$ cat config.mk
export PLATFORM = sky130hd
export DESIGN_NAME = hybrid_freelist
export DESIGN_NICKNAME = d
export VERILOG_FILES = /design/src/rtl/hrf_pkg.sv /design/src/rtl/hrf_ptr_queue.sv /design/src/rtl/hrf_refmatrix.sv /design/src/rtl/hrf_pick.sv /design/src/rtl/hybrid_freelist.sv
export SDC_FILE = /design/constraint.sdc
export NUM_CORES = 2
export LEC_CHECK = 0
export ABC_CLOCK_PERIOD_IN_PS = 4350
export BUFFER_PORTS_ARGS = -buffer_cell sky130_fd_sc_hd__buf_2
export CORE_MARGIN = 2
export CORE_UTILIZATION = 40
export CTS_BUF_LIST = sky130_fd_sc_hd__clkbuf_4 sky130_fd_sc_hd__clkbuf_8 sky130_fd_sc_hd__clkbuf_16
export CTS_CLUSTER_SIZE = 16
export DETAILED_ROUTE_END_ITERATION = 7
export GPL_TIMING_DRIVEN = 0
export SLEW_MARGIN = 20
export SYNTH_ARGS = -nofsm -noshare
export SYNTH_HDL_FRONTEND = slang
export SYNTH_SLANG_ARGS = --single-unit
$ cat constraint.sdc
create_clock -name clk -period 4.35 [get_ports clk]
set_input_delay 0.435 -clock clk [delete_from_list [all_inputs] [get_ports clk]]
set_output_delay 0.435 -clock clk [all_outputs]
set_load 0.01 [all_outputs]
$ cat src/rtl/hrf_pkg.sv
package hrf_pkg;
  localparam int unsigned HRF_NPREG  = 128;
  localparam int unsigned HRF_QDEPTH = 8;
  localparam int unsigned HRF_NSLICE = 4;

  // forward distance on a ring of the given span
  function automatic int unsigned ring_dist(input int unsigned from_p,
                                            input int unsigned to_p,
                                            input int unsigned span);
    return (to_p + span - from_p) % span;
  endfunction
endpackage

$ cat src/rtl/hrf_ptr_queue.sv
module hrf_ptr_queue
  import hrf_pkg::*;
#(
  parameter int unsigned QDEPTH = HRF_QDEPTH,
  localparam int unsigned IW = $clog2(QDEPTH),
  localparam int unsigned PW = IW + 1
) (
  input  logic              clk,
  input  logic              rst_n,
  input  logic              alloc_fire,
  input  logic              retire_req,
  input  logic              squash_req,
  input  logic [PW-1:0]     squash_to,
  output logic [PW-1:0]     tail_ptr,
  output logic [IW-1:0]     tail_idx,
  output logic              full,
  output logic              retire_fire,
  output logic              squash_fire,
  output logic [QDEPTH-1:0] clr_mask
);
  localparam int unsigned SPAN = 2 * QDEPTH;

  logic [PW-1:0] head_q, tail_q;
  int unsigned   used_n, sq_len;
  logic          empty;

  function automatic logic [QDEPTH-1:0] span_mask(input int unsigned start,
                                                  input int unsigned len);
    logic [QDEPTH-1:0] m;
    m = '0;
    for (int i = 0; i < QDEPTH; i++) begin
      if (ring_dist(start, i, QDEPTH) < len) m[i] = 1'b1;
    end
    return m;
  endfunction

  always_comb begin
    used_n      = ring_dist(int'(head_q), int'(tail_q), SPAN);
    sq_len      = ring_dist(int'(squash_to), int'(tail_q), SPAN);
    full        = (used_n == QDEPTH);
    empty       = (used_n == 0);
    squash_fire = squash_req && (sq_len <= used_n);
    retire_fire = retire_req && !squash_req && !empty;
    if (squash_fire)
      clr_mask = span_mask(int'(squash_to[IW-1:0]), sq_len);
    else if (retire_fire)
      clr_mask = QDEPTH'(1) << head_q[IW-1:0];
    else
      clr_mask = '0;
  end

  always_ff @(posedge clk) begin
    if (!rst_n) begin
      head_q <= '0;
      tail_q <= '0;
    end else begin
      if (squash_fire)     tail_q <= squash_to;
      else if (alloc_fire) tail_q <= tail_q + PW'(1);
      if (retire_fire)     head_q <= head_q + PW'(1);
    end
  end

  assign tail_ptr = tail_q;
  assign tail_idx = tail_q[IW-1:0];

  a_r5_never_overfull: assert property (@(posedge clk) disable iff (!rst_n)
    used_n <= QDEPTH);
  a_r8_squash_moves_tail: assert property (@(posedge clk) disable iff (!rst_n)
    squash_fire |=> tail_q == $past(squash_to));
  a_r6_retire_advances: assert property (@(posedge clk) disable iff (!rst_n)
    retire_fire |=> head_q == $past(head_q) + PW'(1));
  a_r9_squash_blocks_alloc: assert property (@(posedge clk) disable iff (!rst_n)
    squash_req |-> !alloc_fire);
endmodule

$ cat src/rtl/hrf_refmatrix.sv
module hrf_refmatrix
  import hrf_pkg::*;
#(
  parameter int unsigned NPREG = HRF_NPREG,
  parameter int unsigned NCOL  = HRF_QDEPTH + HRF_NSLICE,
  localparam int unsigned RW = $clog2(NPREG),
  localparam int unsigned CW = $clog2(NCOL)
) (
  input  logic             clk,
  input  logic             rst_n,
  input  logic             set_a_en,
  input  logic [RW-1:0]    set_a_row,
  input  logic [CW-1:0]    set_a_col,
  input  logic             set_b_en,
  input  logic [RW-1:0]    set_b_row,
  input  logic [CW-1:0]    set_b_col,
  input  logic [NCOL-1:0]  clr_mask,
  output logic [NPREG-1:0] free_vec
);
  function automatic logic [NCOL-1:0] col_bit(input logic [CW-1:0] c);
    return NCOL'(1) << c;
  endfunction

  for (genvar r = 0; r < NPREG; r++) begin : g_row
    logic [NCOL-1:0] row_q, row_set;
    always_comb begin
      row_set = '0;
      if (set_a_en && set_a_row == RW'(r)) row_set = row_set | col_bit(set_a_col);
      if (set_b_en && set_b_row == RW'(r)) row_set = row_set | col_bit(set_b_col);
    end
    always_ff @(posedge clk) begin
      if (!rst_n) row_q <= '0;
      else        row_q <= (row_q & ~clr_mask) | row_set;
    end
    assign free_vec[r] = ~|row_q;
  end

  a_r2_set_holds_row: assert property (@(posedge clk) disable iff (!rst_n)
    set_b_en |=> !free_vec[$past(set_b_row)]);
endmodule

$ cat src/rtl/hrf_pick.sv
module hrf_pick
  import hrf_pkg::*;
#(
  parameter int unsigned N = HRF_NPREG,
  localparam int unsigned IW = $clog2(N)
) (
  input  logic         clk,
  input  logic         rst_n,
  input  logic [N-1:0] cand,
  output logic         found,
  output logic [IW-1:0] idx
);
  function automatic logic [IW-1:0] lowest_one(input logic [N-1:0] v);
    logic [IW-1:0] k;
    k = '0;
    for (int i = N - 1; i >= 0; i--) begin
      if (v[i]) k = IW'(i);
    end
    return k;
  endfunction

  assign found = |cand;
  assign idx   = lowest_one(cand);

  a_r3_lowest_pick: assert property (@(posedge clk) disable iff (!rst_n)
    found |-> (cand[idx] && ((cand & ((N'(1) << idx) - N'(1))) == '0)));
endmodule

$ cat src/rtl/hybrid_freelist.sv
module hybrid_freelist
  import hrf_pkg::*;
#(
  parameter int unsigned NPREG  = HRF_NPREG,
  parameter int unsigned QDEPTH = HRF_QDEPTH,
  parameter int unsigned NSLICE = HRF_NSLICE,
  localparam int unsigned RW   = $clog2(NPREG),
  localparam int unsigned IW   = $clog2(QDEPTH),
  localparam int unsigned PW   = IW + 1,
  localparam int unsigned SW   = $clog2(NSLICE),
  localparam int unsigned NCOL = QDEPTH + NSLICE,
  localparam int unsigned CW   = $clog2(NCOL)
) (
  input  logic             clk,
  input  logic             rst_n,
  input  logic             alloc_req,
  input  logic             retire_req,
  input  logic             hold_req,
  input  logic [SW-1:0]    hold_src,
  input  logic [RW-1:0]    hold_preg,
  input  logic             release_req,
  input  logic [SW-1:0]    release_src,
  input  logic             squash_req,
  input  logic [PW-1:0]    squash_to,
  output logic             alloc_gnt,
  output logic [RW-1:0]    alloc_preg,
  output logic [PW-1:0]    alloc_tag,
  output logic [NPREG-1:0] free_vec,
  output logic             q_full
);
  logic              pick_found;
  logic [RW-1:0]     pick_idx;
  logic              alloc_fire, retire_fire, squash_fire;
  logic [PW-1:0]     tail_ptr;
  logic [IW-1:0]     tail_idx;
  logic [QDEPTH-1:0] q_clr;
  logic [NSLICE-1:0] s_clr;
  logic [NCOL-1:0]   clr_all;
  logic [CW-1:0]     hold_col;

  assign alloc_fire = alloc_req && !squash_req && !q_full && pick_found;
  assign s_clr      = release_req ? (NSLICE'(1) << release_src) : '0;
  assign clr_all    = {s_clr, q_clr};
  assign hold_col   = CW'(QDEPTH) + CW'(hold_src);

  hrf_ptr_queue #(.QDEPTH(QDEPTH)) u_queue (
    .clk(clk), .rst_n(rst_n),
    .alloc_fire(alloc_fire), .retire_req(retire_req),
    .squash_req(squash_req), .squash_to(squash_to),
    .tail_ptr(tail_ptr), .tail_idx(tail_idx), .full(q_full),
    .retire_fire(retire_fire), .squash_fire(squash_fire),
    .clr_mask(q_clr)
  );

  hrf_refmatrix #(.NPREG(NPREG), .NCOL(NCOL)) u_matrix (
    .clk(clk), .rst_n(rst_n),
    .set_a_en(alloc_fire), .set_a_row(pick_idx), .set_a_col(CW'(tail_idx)),
    .set_b_en(hold_req), .set_b_row(hold_preg), .set_b_col(hold_col),
    .clr_mask(clr_all), .free_vec(free_vec)
  );

  hrf_pick #(.N(NPREG)) u_pick (
    .clk(clk), .rst_n(rst_n),
    .cand(free_vec), .found(pick_found), .idx(pick_idx)
  );

  assign alloc_gnt  = alloc_fire;
  assign alloc_preg = pick_idx;
  assign alloc_tag  = tail_ptr;

  a_r4_grant_was_free: assert property (@(posedge clk) disable iff (!rst_n)
    alloc_gnt |-> free_vec[alloc_preg]);
  a_r3_grant_taken: assert property (@(posedge clk) disable iff (!rst_n)
    alloc_gnt |=> !free_vec[$past(alloc_preg)]);
  a_r5_no_grant_full: assert property (@(posedge clk) disable iff (!rst_n)
    q_full |-> !alloc_gnt);
  a_r8_squash_no_retire: assert property (@(posedge clk) disable iff (!rst_n)
    squash_fire |-> !retire_fire);
endmodule

==> results.ini <==
[logic_synthesis]
synthesis.nets=6579
synth_ff_type=dfxtp_1
async_flop_share_pct=0
synth_cell_type_count=90
syn_avg_cell_area_um2=8.680
synth-edff-count=0
ys_warn_count=0
syn_inst=6519
netlist_area_um2=56580
ys_ff_latch=1544
ys_seq_area_share_pct=54.63

[routing]
vias=54830
routedWlPerCell_um=30.34
via_per_inst=6.132
wl_met3_um=29860
firstDrtPassIters=8
drc=39
wl_met1_um=106600
route.top_layer_used=met5
dr.first_iter.drc_count=7969
dr_wl_met2_um=113900
postRouteAntennaNets=0
wl_um=271300

[die]
row_count=138
core_area_um2=140900
fp.dieW_um=380.1
boundaryPins=163
start_util_pct=40.16
die_area_um2=144500
die-height_um=380.1

[final_layout]
drive_above_1_share_pct=15.00
final_cell_mix=dfxtp_1 (1540), nand2_1 (1114), o21ai_0 (718), nor2_1 (550), a22oi_1 (512)
synthToLayoutAreaGrowth_pct=21.62
final_common_cell=dfxtp_1
fin_nets=6961
fillCellCount=13740
stdcell_count=8941

[sta]
fmax_ghz=0.2207
setup_ws_ns=-0.1811
slew_violations=0
worst_slew_pin_slew_ns=1.155
fin_crit_sh_pct=104.2
rsz0062_at_grt=yes
setup_violations=29
finalCriticalPeriod_ns=4.531
skew_ns=0.03630
hold_viol=0
relSlewSlack_pct=23.03

[setup_path]
cp_data_arrival_time_ns=4.10
cp_max_fo=10
cp-start-kind=flop
crit_path_end_kind=output pin
r2r_setup_slack_ns=-0.06
required_ns=3.91
worstSetupPathType=flop to output pin

[placed_design]
place_inst=8598
place_congestion=1.017
dp_slack_ns=-2.227
portBuffers=159
dp_hpwl_um=199800

[cts]
cts_buffers=162
clk_latency_ns=0.84
root_buffer=clkbuf_16
path_clk_slew_ns=0.06
clock_sinks=1544
cts-htree-levels=4
cts_tree=yes
cts_buffer_depth=3

[grt]
track_usage_pct=36.09
grt_pass1_vias=49330
antenna_found_initial=26
grt_start_max_net_pins=17
grt_overflow_total=0
grt_pass1_wl_um=373800

[power]
ir_drop_mv=0.4424
p_leak_nw=24.11
power.density_nw_per_um2=529.1

[run_status]
status=complete, but fails checks
violations=DRC, setup timing

[job]
cap_violations=0

[worst_hold_path]
hold_class=input pin to flop

-- state kept, by name, summed over array words and instances (netlist names) --
| signal | count |
|---|---|
| u_queue.tail_ptr | 4 |
| u_queue.head_q | 4 |
| u_matrix.g_row.row_q | 1536 |
-- per-stage QoR --
step | utilization (%) | power, mW | setup TNS, ns | hold WS (ns) | area [um^2]
2_1_floorplan | - | 17.53 | 0 | 0.4254 | 56580
3_3_place_gp | 42.40 | 21.11 | -1523.10 | 0.4336 | 59740
3_5_place_dp | 43.08 | 21.22 | -1326.97 | 0.4410 | 60700
4_1_cts | 48.20 | 35.89 | -0.4121 | 0.1180 | 67920
5_1_grt | 48.82 | 36.97 | -1.626 | 0.1827 | 68790
6_report | 48.84 | 36.41 | -0.7958 | 0.1390 | 68820
-- critical path: stages (launching register included) --
cell,delay [ns]
dfxtp_1,0.31
nor4_1,0.54
nand3_1,0.30
a31oi_1,0.38
o31ai_2,0.19
o311a_4,0.45
o41ai_4,0.49
inv_2,0.15
clkbuf_4,0.25
buf_2,0.19
-- what timing repair did --
| action | CTS | global route |
|---|---|---|
| pin swaps | 19 | 37 |
| endpoints found under the hold margin | 3 | 0 |
| hold buffers | 3 | 0 |
| setup endpoints to repair | 1032 | 847 |
| resized for setup | 370 | 185 |
| buffers inserted | 17 | 27 |
| cloned | 0 | 0 |
-- final cells by class --
cell class | instances | area (um^2) | share of cell area [%]
inverters | 127 | 491.7 | 0.7145
repair buffers | 236 | 1997 | 2.902
multi-input cells | 4360 | 25090 | 36.45
plain buffers | 470 | 2273 | 3.304
well taps | 1890 | 2365 | 3.436
clock inverters | 57 | 799.5 | 1.162
flip-flops and latches | 1544 | 30910 | 44.92
clock buffers | 240 | 4846 | 7.042
diodes | 17 | 42.54 | 0.06182
-- cell families (layout without fill, tap and decap cells) --
kind of cell               count (synthesis)  in the layout  synth area share [%]
xor gates and xnor gates                  11             11                0.1703
AOI/OAI and AO/OA                       1694           1694                 18.72
adders and majority gates                 38             38                0.8801
other                                      0             17                     0
DFF                                     1544           1544                 54.63
and+or+nand+nor                         2617           2617                 21.24
buffers and inverters                    615           1130                 4.356
-- layer usage --
metal	GRT usage, %	vias up
met2	52.60	3343
met5	0	-
met1	47.55	27020
met4	24.08	10
li1	-	23740
met3	8.420	714
-- power by group --
part / total, mW / internal, mW / switching (mW)
clock network: 14.8 / 8.57 / 6.19
registers: 14.2 / 14.2 / 0.0489
logic: 7.43 / 1.28 / 6.15
total: 36.4 / 24.0 / 12.4
-- final timing paths --
kind | startpoint | endpoint | cells after the start
worst max-delay path | u_matrix.g_row[100].row_q[0] | alloc_preg[1] | 9
worst min-delay path | squash_to[2] | u_queue.tail_ptr[2] | 5
worst max register to register | u_matrix.g_row[100].row_q[0] | u_matrix.g_row[63].row_q[1] | 11
worst min register to register | u_matrix.g_row[62].row_q[4] | u_matrix.g_row[62].row_q[4] | 2
-- synth_stat cells, types with 4 or more instances --
cell type	count	area share (%)
a2111oi_0	6	0.093
a211oi_1	10	0.13
a21o_1	4	0.053
a21oi_1	38	0.34
a22o_1	37	0.57
a22oi_1	512	6.8
a311oi_1	5	0.077
a32o_1	10	0.18
and2_1	17	0.19
and3_1	35	0.39
buf_1	10	0.066
buf_2	44	0.39
buf_4	7	0.093
buf_6	10	0.20
clkbuf_1	417	2.8
dfxtp_1	1544	55
ha_1	35	0.77
inv_1	121	0.80
inv_2	5	0.033
nand2_1	1141	7.6
nand2b_1	8	0.088
nand3_1	156	1.4
nand3b_1	6	0.080
nand4_1	24	0.27
nor2_1	557	3.7
nor2b_1	184	2.0
nor3_1	23	0.20
nor4_1	401	4.4
o2111ai_1	5	0.077
o211a_1	7	0.12
o211ai_1	9	0.12
o21ai_0	720	6.4
o21ai_1	198	1.8
o21ai_2	9	0.14
o31ai_1	80	1.1
or2_1	6	0.066
or2_2	4	0.044
or3_1	9	0.10
or4_1	17	0.23
xnor2_1	8	0.12
Power figures use the tool's default switching activity.
